`config.mk`:
```
export PLATFORM = sky130hd
export DESIGN_NAME = nor_erase_seq
export DESIGN_NICKNAME = d
export VERILOG_FILES = /design/src/rtl/nor_erase_pkg.sv /design/src/rtl/erase_planner.sv /design/src/rtl/poll_timer.sv /design/src/rtl/spi_frame_engine.sv /design/src/rtl/nor_erase_seq.sv
export SDC_FILE = /design/constraint.sdc
export NUM_CORES = 1
export LEC_CHECK = 0
export ABC_CLOCK_PERIOD_IN_PS = 6000
export BUFFER_PORTS_ARGS = -buffer_cell sky130_fd_sc_hd__buf_2
export CORE_ASPECT_RATIO = 1.25
export CORE_MARGIN = 3
export CORE_UTILIZATION = 55
export DETAILED_ROUTE_END_ITERATION = 8
export PLACE_DENSITY = 0.74
export SLEW_MARGIN = 30
export SYNTH_ARGS = -nofsm -noshare
export SYNTH_HDL_FRONTEND = slang
export SYNTH_HIERARCHICAL = 1
export SYNTH_SLANG_ARGS = --single-unit
```
`constraint.sdc`:
```
create_clock -name clk -period 6 [get_ports clk]
set_input_delay 0.3 -clock clk [delete_from_list [all_inputs] [get_ports clk]]
set_output_delay 0.3 -clock clk [all_outputs]
set_load 0.02 [all_outputs]
```
`src/rtl/nor_erase_pkg.sv`:
```
package nor_erase_pkg;

    localparam int ADDR_W    = 24;
    localparam int LEN_W     = ADDR_W + 1;
    localparam int FRAME_MAX = 4;
    localparam int NB_W      = $clog2(FRAME_MAX + 1);
    localparam int FINE_LOG2 = 12;
    localparam int BUSY_BIT  = 0;

    localparam logic [7:0] OP_WREN       = 8'h06;
    localparam logic [7:0] OP_RDSR       = 8'h05;
    localparam logic [7:0] OP_CHIP       = 8'hC7;
    localparam logic [7:0] OP_ERASE_FINE = 8'h20;
    localparam logic [7:0] OP_ERASE_SECT = 8'hD8;

    typedef struct packed {
        logic [NB_W-1:0]              nbytes;
        logic [FRAME_MAX-1:0][7:0]    bytes;
    } frame_t;

    typedef struct packed {
        logic              ok;
        logic              empty;
        logic              chip;
        logic [7:0]        opcode;
        logic [LEN_W-1:0]  count;
        logic [ADDR_W-1:0] step;
    } plan_t;

    typedef enum logic [2:0] {
        SQ_IDLE, SQ_POLL, SQ_POLL_W, SQ_WREN, SQ_WREN_W, SQ_ERASE, SQ_ERASE_W
    } seq_state_e;

    typedef enum logic [1:0] {
        FE_IDLE, FE_SEND, FE_WAIT, FE_END
    } fe_state_e;

    function automatic frame_t single_frame(input logic [7:0] op);
        frame_t f;
        f          = '0;
        f.nbytes   = NB_W'(1);
        f.bytes[0] = op;
        return f;
    endfunction

    function automatic frame_t status_frame();
        frame_t f;
        f          = '0;
        f.nbytes   = NB_W'(2);
        f.bytes[0] = OP_RDSR;
        f.bytes[1] = 8'h00;
        return f;
    endfunction

    function automatic frame_t block_frame(input logic [7:0] op,
                                           input logic [ADDR_W-1:0] a);
        frame_t f;
        f.nbytes   = NB_W'(4);
        f.bytes[0] = op;
        f.bytes[1] = a[23:16];
        f.bytes[2] = a[15:8];
        f.bytes[3] = a[7:0];
        return f;
    endfunction

endpackage

```
`src/rtl/erase_planner.sv`:
```
module erase_planner
    import nor_erase_pkg::*;
#(
    parameter int SECTOR_LOG2 = 16,
    parameter int N_SECTORS   = 4,
    parameter int SMALL_OK    = 1
) (
    input  logic [ADDR_W-1:0] addr,
    input  logic [LEN_W-1:0]  len,
    input  logic              fine,
    output plan_t             plan
);
    localparam logic [63:0] DEV_W       = 64'(N_SECTORS) << SECTOR_LOG2;
    localparam logic [LEN_W:0] DEV_BYTES = DEV_W[LEN_W:0];
    localparam logic [63:0] SECT_W      = 64'd1 << SECTOR_LOG2;
    localparam logic [63:0] FINE_W      = 64'd1 << FINE_LOG2;
    localparam logic [63:0] SECT_MASK_W = SECT_W - 64'd1;
    localparam logic [63:0] FINE_MASK_W = FINE_W - 64'd1;

    logic              use_fine;
    logic [LEN_W:0]    end_sum;
    logic [LEN_W-1:0]  mask;

    generate
        if (SMALL_OK != 0) begin : g_fine
            assign use_fine = fine;
        end else begin : g_coarse
            logic unused_fine;
            assign unused_fine = fine;
            assign use_fine    = 1'b0;
        end
    endgenerate

    always_comb begin
        end_sum     = {2'b00, addr} + {1'b0, len};
        mask        = use_fine ? FINE_MASK_W[LEN_W-1:0] : SECT_MASK_W[LEN_W-1:0];
        plan.ok     = (end_sum <= DEV_BYTES) && ((len & mask) == '0);
        plan.empty  = (len == '0);
        plan.chip   = ({1'b0, len} == DEV_BYTES);
        plan.opcode = use_fine ? OP_ERASE_FINE : OP_ERASE_SECT;
        plan.count  = use_fine ? (len >> FINE_LOG2) : (len >> SECTOR_LOG2);
        plan.step   = use_fine ? FINE_W[ADDR_W-1:0] : SECT_W[ADDR_W-1:0];
    end

endmodule

```
`src/rtl/poll_timer.sv`:
```
module poll_timer #(
    parameter int LIMIT = 100000
) (
    input  logic clk,
    input  logic rst,
    input  logic run,
    output logic expired
);
    localparam int CNT_W = $clog2(LIMIT + 1);

    logic [CNT_W-1:0] cnt;

    assign expired = (cnt >= CNT_W'(LIMIT));

    always_ff @(posedge clk) begin
        if (rst || !run) begin
            cnt <= '0;
        end else if (!expired) begin
            cnt <= cnt + CNT_W'(1);
        end
    end

endmodule

```
`src/rtl/spi_frame_engine.sv`:
```
module spi_frame_engine
    import nor_erase_pkg::*;
(
    input  logic       clk,
    input  logic       rst,
    input  logic       start,
    input  frame_t     frame_in,
    input  logic       spi_byte_done,
    input  logic [7:0] spi_rx_byte,
    output logic       spi_cs,
    output logic       spi_start,
    output logic [7:0] spi_tx_byte,
    output logic       frame_done,
    output logic [7:0] rx_last
);
    localparam int IDX_W = $clog2(FRAME_MAX);

    fe_state_e       state;
    frame_t          frm;
    logic [NB_W-1:0] idx;

    assign spi_start   = (state == FE_SEND);
    assign frame_done  = (state == FE_END);
    assign spi_tx_byte = frm.bytes[idx[IDX_W-1:0]];

    always_ff @(posedge clk) begin
        if (rst) begin
            state   <= FE_IDLE;
            frm     <= '0;
            idx     <= '0;
            spi_cs  <= 1'b0;
            rx_last <= '0;
        end else begin
            case (state)
                FE_IDLE: begin
                    if (start) begin
                        frm    <= frame_in;
                        idx    <= '0;
                        spi_cs <= 1'b1;
                        state  <= FE_SEND;
                    end
                end
                FE_SEND: state <= FE_WAIT;
                FE_WAIT: begin
                    if (spi_byte_done) begin
                        rx_last <= spi_rx_byte;
                        if (idx == frm.nbytes - NB_W'(1)) begin
                            spi_cs <= 1'b0;
                            state  <= FE_END;
                        end else begin
                            idx   <= idx + NB_W'(1);
                            state <= FE_SEND;
                        end
                    end
                end
                default: state <= FE_IDLE;
            endcase
        end
    end

endmodule

```
`src/rtl/nor_erase_seq.sv`:
```
module nor_erase_seq
    import nor_erase_pkg::*;
#(
    parameter int SECTOR_LOG2 = 16,
    parameter int N_SECTORS   = 4,
    parameter int SMALL_OK    = 1,
    parameter int POLL_LIMIT  = 100000
) (
    input  logic              clk,
    input  logic              rst,
    input  logic              req_valid,
    input  logic [ADDR_W-1:0] req_addr,
    input  logic [LEN_W-1:0]  req_len,
    input  logic              req_fine,
    output logic              req_ready,
    output logic              op_done,
    output logic              op_fail,
    output logic              op_reject,
    output logic              spi_cs,
    output logic              spi_start,
    output logic [7:0]        spi_tx_byte,
    input  logic              spi_byte_done,
    input  logic [7:0]        spi_rx_byte
);
    seq_state_e        state;
    plan_t             plan;
    frame_t            frame_sel;
    logic [ADDR_W-1:0] cur_addr;
    logic [ADDR_W-1:0] step_q;
    logic [LEN_W-1:0]  left;
    logic              chip_q;
    logic [7:0]        op_q;
    logic              eng_start;
    logic              frame_done;
    logic [7:0]        rx_last;
    logic              poll_run;
    logic              poll_expired;
    logic              dev_busy;

    erase_planner #(
        .SECTOR_LOG2 (SECTOR_LOG2),
        .N_SECTORS   (N_SECTORS),
        .SMALL_OK    (SMALL_OK)
    ) u_plan (
        .addr (req_addr),
        .len  (req_len),
        .fine (req_fine),
        .plan (plan)
    );

    poll_timer #(.LIMIT(POLL_LIMIT)) u_timer (
        .clk     (clk),
        .rst     (rst),
        .run     (poll_run),
        .expired (poll_expired)
    );

    spi_frame_engine u_eng (
        .clk           (clk),
        .rst           (rst),
        .start         (eng_start),
        .frame_in      (frame_sel),
        .spi_byte_done (spi_byte_done),
        .spi_rx_byte   (spi_rx_byte),
        .spi_cs        (spi_cs),
        .spi_start     (spi_start),
        .spi_tx_byte   (spi_tx_byte),
        .frame_done    (frame_done),
        .rx_last       (rx_last)
    );

    assign req_ready = (state == SQ_IDLE);
    assign eng_start = (state == SQ_POLL) || (state == SQ_WREN) || (state == SQ_ERASE);
    assign poll_run  = (state == SQ_POLL) || (state == SQ_POLL_W);
    assign dev_busy  = rx_last[BUSY_BIT];

    always_comb begin
        case (state)
            SQ_POLL: frame_sel = status_frame();
            SQ_WREN: frame_sel = single_frame(OP_WREN);
            default: frame_sel = chip_q ? single_frame(OP_CHIP)
                                        : block_frame(op_q, cur_addr);
        endcase
    end

    always_ff @(posedge clk) begin
        if (rst) begin
            state     <= SQ_IDLE;
            cur_addr  <= '0;
            step_q    <= '0;
            left      <= '0;
            chip_q    <= 1'b0;
            op_q      <= '0;
            op_done   <= 1'b0;
            op_fail   <= 1'b0;
            op_reject <= 1'b0;
        end else begin
            op_done   <= 1'b0;
            op_fail   <= 1'b0;
            op_reject <= 1'b0;
            case (state)
                SQ_IDLE: begin
                    if (req_valid) begin
                        if (!plan.ok) begin
                            op_reject <= 1'b1;
                        end else if (plan.empty) begin
                            op_done <= 1'b1;
                        end else begin
                            cur_addr <= req_addr;
                            step_q   <= plan.step;
                            left     <= plan.count;
                            chip_q   <= plan.chip;
                            op_q     <= plan.opcode;
                            state    <= SQ_POLL;
                        end
                    end
                end
                SQ_POLL:  state <= SQ_POLL_W;
                SQ_POLL_W: begin
                    if (frame_done) begin
                        if (!dev_busy) begin
                            state <= SQ_WREN;
                        end else if (poll_expired) begin
                            op_fail <= 1'b1;
                            state   <= SQ_IDLE;
                        end else begin
                            state <= SQ_POLL;
                        end
                    end
                end
                SQ_WREN:  state <= SQ_WREN_W;
                SQ_WREN_W: begin
                    if (frame_done) state <= SQ_ERASE;
                end
                SQ_ERASE: state <= SQ_ERASE_W;
                SQ_ERASE_W: begin
                    if (frame_done) begin
                        if (chip_q || left == LEN_W'(1)) begin
                            op_done <= 1'b1;
                            state   <= SQ_IDLE;
                        end else begin
                            cur_addr <= cur_addr + step_q;
                            left     <= left - LEN_W'(1);
                            state    <= SQ_POLL;
                        end
                    end
                end
                default: state <= SQ_IDLE;
            endcase
        end
    end

endmodule

```
==> results of run 1 <==
==> worst paths after layout <==
| kind | to | slack, ps | cells after the start |
|---|---|---|---|
| max | cur_addr[19]$_SDFFE_PP0P_ | 1610 | 17 |
| min | op_reject$_SDFF_PP0_ | 110 | 3 |
| max reg2reg | cur_addr[21]$_SDFFE_PP0P_ | 2700 | 7 |
| min reg2reg | op_q[5]$_SDFFE_PP0P_ | 450 | 2 |
==> power groups by stage <==
stage	logic [µW]	clock network, µW	registers (µW)
2_1_floorplan	249	0	1020
3_3_place_gp	318	0	1020
3_5_place_dp	318	0	1020
4_1_cts	320	1120	998
5_1_grt	358	1160	999
6_report	326	1110	998
==> state kept, by name (all words and copies together) (netlist names) <==
name and count:
chip_q 1, cur_addr 24, left 25, op_done 1
op_fail 1, op_q 8, op_reject 1, state 3
step_q 24, u_eng/frm 35, u_eng/idx 3, u_eng/rx_last 1
u_eng/spi_cs 1, u_eng/state 2, u_timer/cnt 17
==> per-stage QoR <==
| step | hold slack (ps) | worst slack [ps] | std cells |
|---|---|---|---|
| after floorplan | 418 | 1940 | 1403 |
| after global placement | 441 | 1320 | 1586 |
| after detailed placement | 444 | 1270 | 1586 |
| after CTS | 104 | 1700 | 1618 |
| after global routing | 116 | 1420 | 1618 |
| final | 113 | 1610 | 1618 |
==> tightest hold or removal path: stages <==
cell and delay (ps):
buf_2 110, nand2_1 50, nor3_1 30
==> layer usage <==
layer,vias to the layer above,track usage [%]
li1,4933,-
met1,4679,35.8
met2,328,43.4
met3,36,4.18
met4,0,6.02
met5,-,0
==> final cells by class <==
class,instances,area [µm²]
clock buffer,21,460
clock inverter,11,150
fill,1700,7150
multi-input combinational,1112,6830
inverter,23,86.3
timing repair buffer,76,403
sequential,147,2940
tap,228,285
==> metrics.md, run 1 <==
| Metric | Value |
|---|---|
| Outcome | `finished, final reports clean` |
| Slew HR | `38.4%` |
| Final critical-path share of the clock period | `73.2%` |
| Combinational share of power | `13.4%` |
| Critical Path RT | `6320 ps` |
| Initial Util | `56.8%` |
| Fmax | `228 MHz` |
| Antenna violations before repair | `0` |
| Routed Antenna Nets | `0` |
| CTS H-tree depth | `4` |
| Final Hold Viols | `0` |
| Cell row count | `55` |
| Die area | `0.0206 mm²` |
| Cell-internal power | `1780 µW` |
| Crit Path Max Fanout | `33` |
| Crit-path cells | `buf_2 > ha_1 > fa_1 > xor2_1 > a2111oi_2 > o21a_1 > o211ai_1 > or4_1 > nor4_1 > nand4_1 > a21oi_1 > and3b_1 > nand2_1 > o21ai_4 > buf_4 > nor2_1 > a32o_1` |
| Final core occ | `61.0%` |
| Largest net degree at the start of global routing | `92` |
| WP data arrival | `4710 ps` |
| Max Cap Viol | `0` |
| Delay-heaviest family, CP | `simple AND/OR/NAND/NOR gates` |
| Buffers on Ports | `68` |
| Clock Sinks | `147` |
| CP Buf/Inv Count | `2` |
| Net Sw Frac | `26.7%` |
| Core area | `0.0183 mm²` |
| Vias | `9,976` |
| Global route overflow | `0` |
| NumNets Final | `1,494` |
| Crit. End Element | `flop` |
| Routed met2 length | `13.1 mm` |
| Clk_skew | `9.33 ps` |
| Top Metal Used | `met4` |
| Seq pwr share | `41.0%` |
| TritonCTS clock tree | `yes` |
| CTS Hold Bufs | `0` |
| Type of the worst setup path | `primary input to flop` |
| Drt pass-1 iters | `5` |
| DIE HEIGHT | `160 µm` |
| RePlAce Congestion | `0.951` |
| First-pass GRT wire length | `44.9 mm` |
| GRT Util Overall | `26.2%` |
| Vias in the first global route | `9,191` |
| Overall Power | `2430 µW` |
| Die span in x | `129 µm` |
| Minimum clock period | `4390 ps` |
| Total Wirelength | `27.6 mm` |
| Most frequent cells in the layout | `nand2_1, a21oi_1, dfxtp_1` |
| Worst path max stage delay | `540 ps` |
| PwrDens | `218 mW/mm²` |
| Clock share of power | `45.6%` |
| Standby leakage power | `0.00429 µW` |
| Mapped Cells | `1,367` |
| Final Max Slew Viols | `0` |
| Clk buf depth | `2` |
| Count of warnings emitted by yosys | `6` |
| Max VDD drop | `0.189 mV` |
| Top-Level Pins | `76` |
| TritonCTS Buffers | `17` |
| Resized cells post-CTS | `0` |
| Share of cells above drive strength 1 | `12.1%` |
| Worst slew pin tran | `922 ps` |
| Drt drc | `0` |
| CTS Root Cell | `clkbuf_16` |
| Wl on met1 | `12.2 mm` |
| Max stage delay cell, worst path | `or4_1` |
| Setup crit start kind | `primary input` |
| Count of final setup violators | `0` |
| Synthesis-to-layout area growth | `7.37%` |
| RSZ-0062 raised after global routing | `false` |
| Drt initial violations | `885` |
| Synthesized area per cell | `7.60 µm²` |
| Hold_sp | `req_valid` |
| Ant. Diodes | `0` |
| Clk slew on worst S/H paths | `60 ps` |
| Launch point of the worst reg-to-reg path | `left[20]$_SDFFE_PP0P_` |
| Type of the most critical hold path | `primary input to flop` |
| Hpwl dp | `19.5 mm` |
| Number of post-CTS setup repair buffers | `0` |
| Vias per cell | `6.17` |
| Psw | `648 µW` |
| Design Area, Final | `0.0112 mm²` |
| Clk Latency, worst-skew pair | `430 ps` |
| WL met3 | `1.79 mm` |
| Critical Path Start | `req_addr[0]` |
| Total negative setup slack | `0 ps` |
| Area post-placement | `0.0105 mm²` |
| Most common cell after layout, fill and taps aside | `nand2_1` |
| WL/cell | `17.0 µm` |
| Mapped cell area | `0.0104 mm²` |
Power figures use the tool's default switching activity.
==> inputs of run 2 (changes only) <==
Settings changed: ABC_AREA set to 1, ABC_CLOCK_PERIOD_IN_PS 6000 to 4500, PLACE_DENSITY 0.74 to 0.73.
Clock period 6 ns to 4.5 ns, I/O delays scaled along.
==> run 2 against run 1 <==
  * Cell area is 10% higher
  * Die area increased by 9.9%
  * Highest routed layer unchanged
  * Worst setup slack got worse by 330 ps
  * Total power grew 140%
  * Critical path depth rose by 4
==> metrics.md, run 2 <==
| Metric | Value |
|---|---|
| Synthesized area per cell | `5.86 µm²` |
| RePlAce Congestion | `0.999` |
| Share of cells above drive strength 1 | `8.83%` |
| Antenna violations before repair | `0` |
| Buffers on Ports | `68` |
| Hpwl dp | `24.0 mm` |
| Die span in x | `135 µm` |
| Most frequent cells in the layout | `nand2_1, nor2_1, inv_1` |
| Reg2Reg Setup Slack | `1900 ps` |
| Type of the most critical hold path | `primary input to flop` |
| Worst path max stage delay | `460 ps` |
| Resized cells post-CTS | `0` |
| FF-to-FF path depth | `9` |
| Standby leakage power | `0.00603 µW` |
| Vias in the first global route | `10,800` |
| GRT Util Overall | `27.7%` |
| TritonCTS Buffers | `17` |
| Type of the worst setup path | `primary input to flop` |
| Max Cap Viol | `0` |
| DIE HEIGHT | `167 µm` |
| Area post-placement | `0.0117 mm²` |
| Mapped cell area | `0.0115 mm²` |
| Clock Sinks | `147` |
| Setup crit start kind | `primary input` |
| CTS H-tree depth | `4` |
| Clk Latency, worst-skew pair | `440 ps` |
| CP Buf/Inv Count | `3` |
| Final Max Slew Viols | `0` |
| Minimum clock period | `3230 ps` |
| WL/cell | `13.9 µm` |
| CTS Root Cell | `clkbuf_16` |
| CTS Hold Bufs | `0` |
| Routed Antenna Nets | `0` |
| Total negative setup slack | `0 ps` |
| Max VDD drop | `0.335 mV` |
| Vias | `11,800` |
| Reg2reg end | `cur_addr[19]$_SDFFE_PP0P_` |
| Fmax | `310 MHz` |
| Total Wirelength | `31.5 mm` |
| Slew HR | `41.0%` |
| Drt initial violations | `815` |
| Most common cell after layout, fill and taps aside | `nand2_1` |
| Die area | `0.0226 mm²` |
| Count of final setup violators | `0` |
| Count of warnings emitted by yosys | `6` |
| Worst slew pin tran | `884 ps` |
| Clk_skew | `11.6 ps` |
| Design Area, Final | `0.0123 mm²` |
| Critical Path Sink | `left[24]$_SDFFE_PP0P_` |
| Top-Level Pins | `76` |
| Drt drc | `0` |
| First-pass GRT wire length | `51.5 mm` |
| Drt pass-1 iters | `5` |
| Critical Path RT | `4860 ps` |
| TritonCTS clock tree | `yes` |
| Largest net degree at the start of global routing | `66` |
| Mapped Cells | `1,957` |
| Final core occ | `60.6%` |
| Final Hold Viols | `0` |
| Cell row count | `58` |
| Clk buf depth | `2` |
| Max stage delay cell, worst path | `inv_2` |
| Vias per cell | `5.20` |
| Crit. End Element | `flop` |
| Worst path depth | `21` |
| Outcome | `finished, final reports clean` |
| Most flop-heavy register | `u_eng/frm` |
| Delay-heaviest family, CP | `simple AND/OR/NAND/NOR gates` |
| Crit-path cells | `buf_2 > ha_1 > fa_1 > or2_2 > a21oi_1 > nand2_1 > nor2_1 > nand2_1 > nor2_1 > nand3_1 > nor2_1 > nand3_1 > nand2_1 > nand2_1 > inv_1 > a31oi_1 > a21oi_1 > nand3_2 > inv_2 > o21ai_0 > a21oi_1` |
| RSZ-0062 raised after global routing | `false` |
| Max reg flops | `35` |
| Global route overflow | `0` |
| Critical Path Start | `req_addr[0]` |
| Ant. Diodes | `0` |
| Launch point of the worst reg-to-reg path | `state[1]$_SDFFE_PP0P_` |
| Top flop regs | `u_eng/frm: 35 flops, left: 25 flops` |
| Number of post-CTS setup repair buffers | `0` |
| Crit Path Max Fanout | `33` |
| NumNets Final | `2,097` |
| Initial Util | `56.5%` |
| Synthesis-to-layout area growth | `7.34%` |
| PwrDens | `466 mW/mm²` |
| Clk slew on worst S/H paths | `60 ps` |
| Core area | `0.0203 mm²` |
| Most frequent CP cell | `nand2_1` |
| Final critical-path share of the clock period | `71.7%` |
| WP data arrival | `3580 ps` |
-- run 2: layout make-up --
type,count,area (µm²)
timing repair buffer,74,385
inverter,235,887
sequential,147,2940
clock inverter,15,193
clock buffer,17,425
multi-input combinational,1505,7140
fill,2053,8000
tap,270,338
-- run 2: worst min-delay path: stages --
cell	delay [ps]
buf_2	100
nand3_1	90
a21oi_1	60
-- run 2: per-layer routing --
metal	up-vias	global-route usage [%]	wire, µm
met3	55	3.55	1340
li1	6174	-	-
met5	-	0	0
met1	5248	34.9	14100
met4	0	9.34	859
met2	285	48.4	15200
-- run 2: power by group --
group          total (µW)  switching [µW]  internal, µW
clock                1510             669           846
combinational        2390            1590           798
sequential           1830             225          1610
-- run 2: worst min path at each step --
| stage | start | endpoint | slack [ps] | depth (start not counted) |
|---|---|---|---|---|
| after global routing | spi_rx_byte[0] | u_eng/rx_last[0]$_SDFFE_PP0P_ | 100 | 3 |
| after CTS | spi_rx_byte[0] | u_eng/rx_last[0]$_SDFFE_PP0P_ | 70 | 3 |
| after detailed placement | u_timer/cnt[16]$_SDFFE_PP0N_ | u_timer/cnt[16]$_SDFFE_PP0N_ | 440 | 2 |
| final | spi_rx_byte[0] | u_eng/rx_last[0]$_SDFFE_PP0P_ | 90 | 3 |
| after global placement | u_timer/cnt[16]$_SDFFE_PP0N_ | u_timer/cnt[16]$_SDFFE_PP0N_ | 440 | 2 |
| after floorplan | rst | u_eng/spi_cs$_SDFFE_PP0P_ | 290 | 1 |
-- run 2: stage by stage --
step	total power, µW	hold slack (ps)	std cells	setup slack, ps
after detailed placement	4230	444	2231	850
after global placement	4170	438	2231	915
final	5740	90.3	2263	1270
after floorplan	3750	294	1993	1700
after global routing	6170	99.0	2263	933
after CTS	5740	67.6	2263	1260
==> inputs of run 3 (changes only) <==
Settings changed: ABC_CLOCK_PERIOD_IN_PS 4500 to 2650, PLACE_DENSITY 0.73 to 0.76.
Clock period 4.5 ns to 2.65 ns, I/O delays scaled along.
==> run 3 against run 2 <==
  * The flow now finishes with violations (setup timing)
  * Core utilization grew 6.6 points
  * Flip-flop and latch count unchanged
  * Critical path depth rose by 2
  * Combinational power grew 120%
  * Non-clock buffer count up 115
  * Sequential power is 73% higher
  * Final cell count is 5.1% higher
  * Global-route usage up 0.69 points
  * Clock-buffer cell count is 3 higher
  * Die area is the same
  * Largest cell class unchanged
  * Largest power group unchanged
  * Highest routed layer unchanged
==> metrics.md, run 3 (synthesized netlist as in run 2, its figures left out) <==
| Metric | Value |
|---|---|
| Outcome | `finished with violations` |
| Failing checks | `setup timing` |
| Top flop regs | `u_eng/frm: 35 flops, left: 25 flops` |
| Clk buf depth | `2` |
| Synthesis-to-layout area growth | `19.1%` |
| GRT Max-Usage Layer | `met2` |
| Setup crit start kind | `primary input` |
| Delay-heaviest family, CP | `simple AND/OR/NAND/NOR gates` |
| Launch point of the worst reg-to-reg path | `cur_addr[0]$_SDFFE_PP0P_` |
| CTS H-tree depth | `4` |
| CTS Root Cell | `clkbuf_16` |
| Critical Path RT | `2950 ps` |
| First-pass GRT wire length | `53.4 mm` |
| TritonCTS clock tree | `yes` |
| Max reg flops | `35` |
| Total Wirelength | `34.3 mm` |
| GRT Util Overall | `28.3%` |
| Global route overflow | `0` |
| Hold_sp | `spi_byte_done` |
| Final Hold Viols | `0` |
| Count of final setup violators | `14` |
| Final critical-path share of the clock period | `102%` |
| FF-to-FF path depth | `13` |
| Hold EP | `u_eng/rx_last[0]$_SDFFE_PP0P_` |
| WP data arrival | `3000 ps` |
| Type of the worst setup path | `primary input to flop` |
| Top-Level Pins | `76` |
| Clock Sinks | `147` |
| Worst path max stage delay | `440 ps` |
| Met1 usage | `35.4%` |
| NumNets Final | `2,212` |
| Initial Util | `56.5%` |
| Met2 Usage GRT | `49.0%` |
| Overall Power | `10,800 µW` |
| Ant. Diodes | `0` |
| Most flop-heavy register | `u_eng/frm` |
| TritonCTS Buffers | `17` |
| Crit Path Max Fanout | `5` |
| RePlAce Congestion | `0.967` |
| Vias in the first global route | `11,600` |
| Die span in x | `135 µm` |
| Final Max Slew Viols | `0` |
| DIE HEIGHT | `167 µm` |
| Grt met3 use | `3.76%` |
| Crit. End Element | `flop` |
| Max VDD drop | `0.560 mV` |
| Fmax | `371 MHz` |
| Minimum clock period | `2700 ps` |
| Drt initial violations | `1,077` |
| Slew HR | `41.2%` |
| Final setup margin | `-46.0 ps` |
| Drt pass-1 iters | `6` |
| Hpwl dp | `25.0 mm` |
| Clk_skew | `9.14 ps` |
| Share of cells above drive strength 1 | `15.9%` |
| Antenna violations before repair | `0` |
| Most common cell after layout, fill and taps aside | `nand2_1` |
| Reg2reg end | `cur_addr[16]$_SDFFE_PP0P_` |
| Type of the most critical hold path | `primary input to flop` |
| Largest net degree at the start of global routing | `48` |
| Cell row count | `58` |
| Most frequent cells in the layout | `nand2_1, nor2_1, inv_1` |
| PwrDens | `789 mW/mm²` |
| Worst slew pin tran | `881 ps` |
| Max stage delay cell, worst path | `fa_2` |
| Drt drc | `0` |
| Crit-path cells | `buf_8 > ha_4 > fa_2 > or2_4 > a21oi_2 > nand2_1 > nor2_1 > nand2_1 > nor2_1 > nand3_1 > nor2_2 > nand3_1 > nand2_1 > nand2_1 > inv_2 > a31oi_4 > a21oi_4 > nand3_4 > buf_12 > buf_12 > clkbuf_16 > nand2_2 > a21oi_1` |
| Most frequent CP cell | `nand2_1` |
| Max Cap Viol | `0` |
| Reg2Reg Setup Slack | `460 ps` |
| Die area | `0.0226 mm²` |
| Routed Antenna Nets | `0` |
| CP Buf/Inv Count | `5` |
| Vias | `12,700` |
| Clk Latency, worst-skew pair | `430 ps` |
| WHS Path Cells | `3` |
| Vias per cell | `5.35` |
| WL/cell | `14.4 µm` |
| Clk slew on worst S/H paths | `60 ps` |
| Standby leakage power | `0.00668 µW` |
| RSZ-0062 raised after global routing | `true` |
| Total negative setup slack | `-364 ps` |
| Buffers on Ports | `68` |
| Core area | `0.0203 mm²` |
## run 3: how the worst max path moves through the flow
stage | startpoint | cells after the start | endpoint | slack (ps)
final | req_addr[0] | 23 | cur_addr[19]$_SDFFE_PP0P_ | -50
after global routing | req_addr[0] | 26 | cur_addr[12]$_SDFFE_PP0P_ | -220
after CTS | req_addr[0] | 22 | cur_addr[23]$_SDFFE_PP0P_ | 5
after detailed placement | req_addr[0] | 21 | cur_addr[3]$_SDFFE_PP0P_ | -560
after global placement | req_addr[0] | 22 | cur_addr[19]$_SDFFE_PP0P_ | -420
after floorplan | req_addr[0] | 21 | left[12]$_SDFFE_PP0P_ | 2
## run 3: worst min-delay path: stages
cell and delay [ps]:
buf_2 110, nand3_1 80, a21oi_1 60
## run 3: timing repair
action	CTS	global route
hold buffers	1	0
pin swaps	0	16
gates cloned	0	8
resized for setup	4	92
setup endpoints to repair	31	85
hold endpoints to repair	1	0
setup buffers	0	8
## run 3: report_power, final
group          leakage, µW  internal, µW  total (µW)  switching [µW]
Clock             0.000266          1360        2370            1020
Sequential         0.00119          2730        3160             424
Combinational      0.00522          2130        5250            3110
## run 3: area by class of cell
class                      count  area [µm²]
multi-input combinational   1505        7410
fill                        1839        6650
sequential                   147        2940
timing repair buffer         189        1510
inverter                     235         895
clock buffer                  20         457
tap                          270         338
clock inverter                12         120
## run 3: layer usage
metal | share of wire [%] | wire [µm]
met2 | 49 | 16700
met4 | 4.0 | 1360
met5 | 0 | 0
met3 | 6.3 | 2150
met1 | 41 | 14100
## run 3: stage by stage
step	instance area (µm²)	std cells	setup WS [ps]	utilization, %	hold WS, ps
finish	13700	2378	-46.0	67.3	10.9
global route	13700	2378	-223	67.3	17.1
CTS	13100	2362	5.40	64.3	9.19
detailed placement	12500	2329	-559	61.3	436
global placement	12500	2329	-418	61.3	430
floorplan	11600	1993	1.53	-	202
